File: config.mk
export PLATFORM = sky130hd
export DESIGN_NAME = uart_rx_holding
export DESIGN_NICKNAME = d
export VERILOG_FILES = /design/src/rtl/uart_rxh_pkg.sv /design/src/rtl/rxh_hold_reg.sv /design/src/rtl/rxh_ovr_ctl.sv /design/src/rtl/rxh_irq.sv /design/src/rtl/uart_rx_holding.sv
export SDC_FILE = /design/constraint.sdc
export NUM_CORES = 1
export LEC_CHECK = 0
export ABC_AREA = 1
export CORE_AREA = 2 2 39 41
export CTS_BUF_LIST = sky130_fd_sc_hd__clkbuf_8 sky130_fd_sc_hd__clkbuf_16
export DETAILED_ROUTE_END_ITERATION = 10
export DIE_AREA = 0 0 41 43
export DONT_BUFFER_PORTS = 1
export GPL_ROUTABILITY_DRIVEN = 0
export PLACE_DENSITY = 0.56
export SYNTH_ARGS = -nofsm -noshare
export SYNTH_HDL_FRONTEND = slang
export SYNTH_SLANG_ARGS = --single-unit
File: constraint.sdc
create_clock -name clk -period 1.1 [get_ports clk]
set_clock_uncertainty 0.05 [all_clocks]
set_input_delay 0 -clock clk [delete_from_list [all_inputs] [get_ports clk]]
set_output_delay 0 -clock clk [all_outputs]
set_load 0.05 [all_outputs]
File: src/rtl/uart_rxh_pkg.sv
package uart_rxh_pkg;

    // Overrun tracking: the flag itself and the armed status-read step.
    typedef struct packed {
        logic ovr;
        logic armed;
    } ovr_state_t;

    // Decoded per-cycle receive events.
    typedef struct packed {
        logic accept;
        logic lost;
    } rx_event_t;

endpackage

File: src/rtl/rxh_hold_reg.sv
module rxh_hold_reg #(
    parameter int DATA_W = 8
) (
    input  logic              clk,
    input  logic              rst_n,
    input  logic              load_i,
    input  logic              drain_i,
    input  logic [DATA_W-1:0] data_i,
    output logic              full_o,
    output logic [DATA_W-1:0] data_o
);

    typedef struct packed {
        logic              full;
        logic [DATA_W-1:0] data;
    } hold_t;

    hold_t st_d, st_q;

    always_comb begin
        st_d = st_q;
        if (load_i) begin
            st_d.full = 1'b1;
            st_d.data = data_i;
        end else if (drain_i) begin
            st_d.full = 1'b0;
        end
    end

    always_ff @(posedge clk or negedge rst_n) begin
        if (!rst_n) begin
            st_q <= '0;
        end else begin
            st_q <= st_d;
        end
    end

    assign full_o = st_q.full;
    assign data_o = st_q.data;

endmodule

File: src/rtl/rxh_ovr_ctl.sv
module rxh_ovr_ctl
    import uart_rxh_pkg::*;
(
    input  logic clk,
    input  logic rst_n,
    input  logic lost_i,
    input  logic stat_rd_i,
    input  logic data_rd_i,
    output logic ovr_o
);

    ovr_state_t st_d, st_q;

    always_comb begin
        st_d = st_q;
        // A loss always wins: it sets the flag and disarms the clear sequence.
        if (lost_i) begin
            st_d.ovr   = 1'b1;
            st_d.armed = 1'b0;
        end else begin
            if (data_rd_i && st_q.armed) begin
                st_d.ovr = 1'b0;
            end
            if (stat_rd_i) begin
                st_d.armed = 1'b1;
            end else if (data_rd_i) begin
                st_d.armed = 1'b0;
            end
        end
    end

    always_ff @(posedge clk or negedge rst_n) begin
        if (!rst_n) begin
            st_q <= '0;
        end else begin
            st_q <= st_d;
        end
    end

    assign ovr_o = st_q.ovr;

endmodule

File: src/rtl/rxh_irq.sv
module rxh_irq (
    input  logic full_i,
    input  logic ovr_i,
    input  logic rx_ie_i,
    input  logic err_ie_i,
    input  logic dma_rx_en_i,
    output logic irq_o
);

    logic rx_src, err_src;

    always_comb begin
        rx_src  = rx_ie_i & (full_i | ovr_i);
        err_src = err_ie_i & dma_rx_en_i & ovr_i;
        irq_o   = rx_src | err_src;
    end

endmodule

File: src/rtl/uart_rx_holding.sv
module uart_rx_holding
    import uart_rxh_pkg::*;
#(
    parameter int DATA_W = 8
) (
    input  logic              clk,
    input  logic              rst_n,
    input  logic              char_valid_i,
    input  logic [DATA_W-1:0] char_data_i,
    input  logic              stat_rd_i,
    input  logic              data_rd_i,
    input  logic              rx_ie_i,
    input  logic              err_ie_i,
    input  logic              dma_rx_en_i,
    output logic [DATA_W-1:0] rd_data_o,
    output logic              rx_full_o,
    output logic              overrun_o,
    output logic              irq_o
);

    rx_event_t ev;
    logic      full_q;
    logic      ovr_q;

    // Accept only into an empty register with no overrun pending;
    // a character meeting a full register (even one being read) is lost.
    always_comb begin
        ev.accept = char_valid_i & ~full_q & ~ovr_q;
        ev.lost   = char_valid_i & (full_q | ovr_q);
    end

    rxh_hold_reg #(.DATA_W(DATA_W)) u_hold (
        .clk     (clk),
        .rst_n   (rst_n),
        .load_i  (ev.accept),
        .drain_i (data_rd_i),
        .data_i  (char_data_i),
        .full_o  (full_q),
        .data_o  (rd_data_o)
    );

    rxh_ovr_ctl u_ovr (
        .clk       (clk),
        .rst_n     (rst_n),
        .lost_i    (ev.lost),
        .stat_rd_i (stat_rd_i),
        .data_rd_i (data_rd_i),
        .ovr_o     (ovr_q)
    );

    rxh_irq u_irq (
        .full_i      (full_q),
        .ovr_i       (ovr_q),
        .rx_ie_i     (rx_ie_i),
        .err_ie_i    (err_ie_i),
        .dma_rx_en_i (dma_rx_en_i),
        .irq_o       (irq_o)
    );

    assign rx_full_o = full_q;
    assign overrun_o = ovr_q;

endmodule

* Word level (Yosys, flattened, before mapping)
Cells that the tools add are included.
Storage, ports and cells: bits in registers 11, latch bits 0, bits in writable memories 0, ROM bits 0, bits of input ports 16, logic and storage cells 23, memories kept 0
Cells by class: $add $sub $neg 0, $mul 0, div/mod/pow operators 0, order comparisons 0, equal/unequal tests 0, shift operators 0, mux-type cells 5, bitwise gates (word level) 10, reductions and logical operators 4
Operators with widths (count):
- bitwise AND 1 bit | 6
- 2-to-1 mux 1 bit | 4
- nonzero test 2 bit | 2
- nonzero test 3 bit | 1
- 2-to-1 mux 2 bit | 1
- NOT 1 bit | 2
- bitwise OR 1 bit | 2
- logical AND 1 bit | 1

* Logic depth before layout (Yosys ltp)
depth in word-level cells 4, depth in mapped cells 4

* By module
A second synthesis with hierarchy kept.
Second synthesis, totals: cells, all modules 55, area total of the unflattened synthesis 461.7 um^2
Modules (own cells, without submodules):
- rxh_hold_reg | times used 1, cells each 38, area an instance 341.6 um^2
- rxh_ovr_ctl | times used 1, cells each 8, area an instance 81.3 um^2
- uart_rx_holding | times used 1, cells each 6, area an instance 25.0 um^2
- rxh_irq | times used 1, cells each 3, area an instance 13.8 um^2

* Worst setup path before layout
Ideal clock, no wire load.
kind register to output, start point register u_ovr.st_q, in the netlist u_ovr.ovr_o, end point output irq_o, arrival time 1.189 ns, data required time 1.050 ns, setup slack -0.139 ns, stages on the path, launching flop included 3, cell sequence dfrtp_1 o21ai_0 nand2_1
On the way: word-level cells in the longest chain between the ends 3, elaborated cells between the ends (all ways) 4
RTL lines:
- start, declared | line rxh_ovr_ctl.sv:12 | ovr_state_t st_d, st_q;
- start signal, assigned | line rxh_ovr_ctl.sv:36 | st_q <= st_d;
- bitwise OR 1 bit | line rxh_irq.sv:13 | rx_src = rx_ie_i & (full_i | ovr_i);
- bitwise AND 1 bit | line rxh_irq.sv:13
- bitwise OR 1 bit * | line rxh_irq.sv:15 | irq_o = rx_src | err_src;
- end, declared | line uart_rx_holding.sv:18 | output logic irq_o
Every way passes the cells marked *; elsewhere a longest branch is shown, timed or not.

* Worst setup path after layout
Ends and elaborated chain as after synthesis.

==> summary.txt <==
Synthesis
  – #FFs+latches synth: 11
  – Syn avg cell area: between 8 and 9 sq um
  – Synth Warn #: 0
  – Largest cells by area after synthesis: dfrtp_1 (59%), nand2_1 (17%), nand3_1 (9.7%)
  – Yosys cell types: 11
  – Top cell type by total area after synthesis: dfrtp_1
  – Register area share after synthesis: 59.5%
  – Cell count after synthesis: 52
  – Mapped Area: roughly 460 sq um
  – Synth top area share: 59.5%
  – Mapped Nets: approximately 70

STA
  – Final min period: 1080 ps
  – Max Slew Vio Count: 0
  – Rel. slew slack: 67.1%
  – Final worst-path cycle share: a little over nine tenths
  – Final hold vios: 0
  – WHS: approximately 120 ps
  – Achievable frequency: slightly above 0.9 GHz
  – RSZ-0062 raised after global routing: yes
  – Final setup fails: 0
  – Worst slew pin tran: a little under 500 ps

Clock tree
  – CTS tree: built
  – H-tree Lvls: 1
  – Clock Latency Late Sink: between 200 and 250 ps
  – Largest buffer count on any clock path: 2
  – Clock Sinks: 11
  – Number of CTS-inserted buffers: 3
  – Post CTS Setup Buffer Count: 0
  – Root buf cell: clkbuf_8
  – Worst-path clk slew: 50 ps

Global routing
  – Total grt overflow: 0
  – First-pass GRT wire length: ~1.8 mm
  – Largest net degree at the start of global routing: 12
  – Vias in the first global route: 435
  – Tot GR Track Use: 15.5%
  – Initial antenna violation count: 0

Placed design
  – Post-DP HPWL: between 700 and 800 microns
  – Port Buf Inserts: 0
  – Cell Area, Placed: around 580 sq um

Final layout
  – Layout net count: between 90 and 100
  – Fillers: approximately 130
  – Design Area, Final: between 700 and 800 sq um
  – ANT cells: 0
  – Layout cells sized above 1: 26.6%
  – Area growth from synthesis to layout: 60.3%

Drt
  – DRC viols: 0
  – Final ANT Viol Nets: 0
  – Iter 0 DRT Violations: 4
  – Vias per cell: between 4 and 5
  – TritonRoute pass-1 iters: 4
  – Wire length per cell: about 11 microns
  – Via count: ~430
  – Routed WL: 1.06 mm

Min path
  – Worst Hold Class: in -> async

Pwr
  – PD cells: 2790 nW/um^2
  – Leak pwr: 0.388 nW
  – Power Total: between 0.002 and 0.0025 W
  – Max VDD drop: about 1.4 mV

Job
  – Max-Cap Viols: 0

Critical path
  – Buf/Inv on CP: 1
  – Critical path depth in cells: 3
  – CP Data Arrival Time: between 1000 and 1500 ps
  – Critical-path cell list: o21ai_1 > nand2_1 > buf_12
  – Crit path max-delay family: flip-flops
  – Critical Path Sink Type: output pin
  – Path depth of the worst reg2reg path: 4
  – CP max-delay cell: dfrtp_2
  – Crit Path Max Fanout: 4
  – Critical path startpoint: u_ovr.ovr_o$_DFFE_PN0P_
  – R2r startpoint: u_ovr.ovr_o$_DFFE_PN0P_
  – WP data required: roughly 1100 ps
  – Worst setup SP type: flip-flop
  – Kind of critical path: reg -> out
  – CP max stage delay: ~420 ps

Floorplanning
  – Core box area: ~1400 sq um
  – I/O pin total: 27
  – Width of the die: between 40 and 50 microns
  – Starting Density: about 33%
  – Die area: between 1500 and 2000 sq um
  – FP Rows: 14
  – Die H: 43 microns

Run status
  – Outcome: finished, final reports clean
layout by cell type, fill, tap and decap left out, drive strengths merged:
cell type,count
inv,3
nor2,3
nand2,22
a21oi,1
clkbuf,3
dlygate4sd3,12
buf,13
dfrtp,11
o21ai,2
nand3,9
cell families (layout without fill, tap and decap cells):
group	count (synthesis)	in the layout	synth area share, %
AOI/OAI and AO/OA	3	3	3.24
DFF	11	11	59.5
buffers and inverters	4	31	5.68
and+or+nand+nor	34	34	31.6
power breakdown:
| group | internal, W | switching, W | total [W] |
|---|---|---|---|
| Combinational | 0.000311 | 0.000718 | 0.00103 |
| Sequential | 0.000555 | 0.0000931 | 0.000648 |
| Clock | 0.000245 | 0.000150 | 0.000395 |
| Total | 0.00111 | 0.000961 | 0.00207 |
routing by layer:
layer,share of wire (%),GRT usage (%),vias to the layer above
met5,0,0,-
met4,1.6,12.0,0
met3,7.7,3.14,2
met2,49,22.5,21
met1,42,19.0,192
li1,-,-,217
metrics by stage:
| step | std cells | setup slack [ps] | util [%] | TNS, ps |
|---|---|---|---|---|
| 2_1_floorplan | 52 | 4.86 | - | 0 |
| 3_3_place_gp | 79 | 104 | 41.7 | 0 |
| 3_5_place_dp | 79 | 82.6 | 41.7 | 0 |
| 4_1_cts | 95 | -1.03 | 53.6 | -1.03 |
| 5_1_grt | 95 | -22.7 | 53.6 | -109 |
| 6_report | 95 | 15.8 | 53.6 | 0 |
synthesized netlist by cell type (all sizes together):
master / number
inv: 2
nand2: 22
dfrtp: 11
nand3: 9
nor2: 3
a21oi: 1
o21ai: 2
buf: 2
flip-flops by register name, indices dropped and copies added, names as in the netlist:
register       cells
u_hold.full_o      1
u_ovr.st_q         1
u_ovr.ovr_o        1
u_hold.data_o      8
what timing repair did:
| action | 4_1_cts | 5_1_grt |
|---|---|---|
| hold buffers | 12 | 0 |
| gates resized for setup | 1 | 0 |
| endpoints found under the setup margin | 1 | 8 |
| endpoints found under the hold margin | 22 | 0 |
| pin swaps | 1 | 1 |
final timing paths:
check	to	slack, ps
worst max register to register	u_hold.data_o[5]$_DFFE_PN0P_	50
worst min-delay path	u_hold.data_o[3]$_DFFE_PN0P_	120
max in group asynchronous	u_ovr.ovr_o$_DFFE_PN0P_	520
worst min register to register	u_hold.data_o[1]$_DFFE_PN0P_	430
min in group clk	irq_o	220
worst max-delay path	irq_o	20
final cells by class:
type	instances	area (sq um)	share of cell area, %
inverters	2	7.51	1.01
flip-flops and latches	11	278	37.4
clock inverters	1	3.75	0.506
clock buffers	3	41.3	5.56
repair buffers	25	230	31.0
well taps	16	20.0	2.70
multi-input cells	37	161	21.8
(Power assumes the default switching activity.)
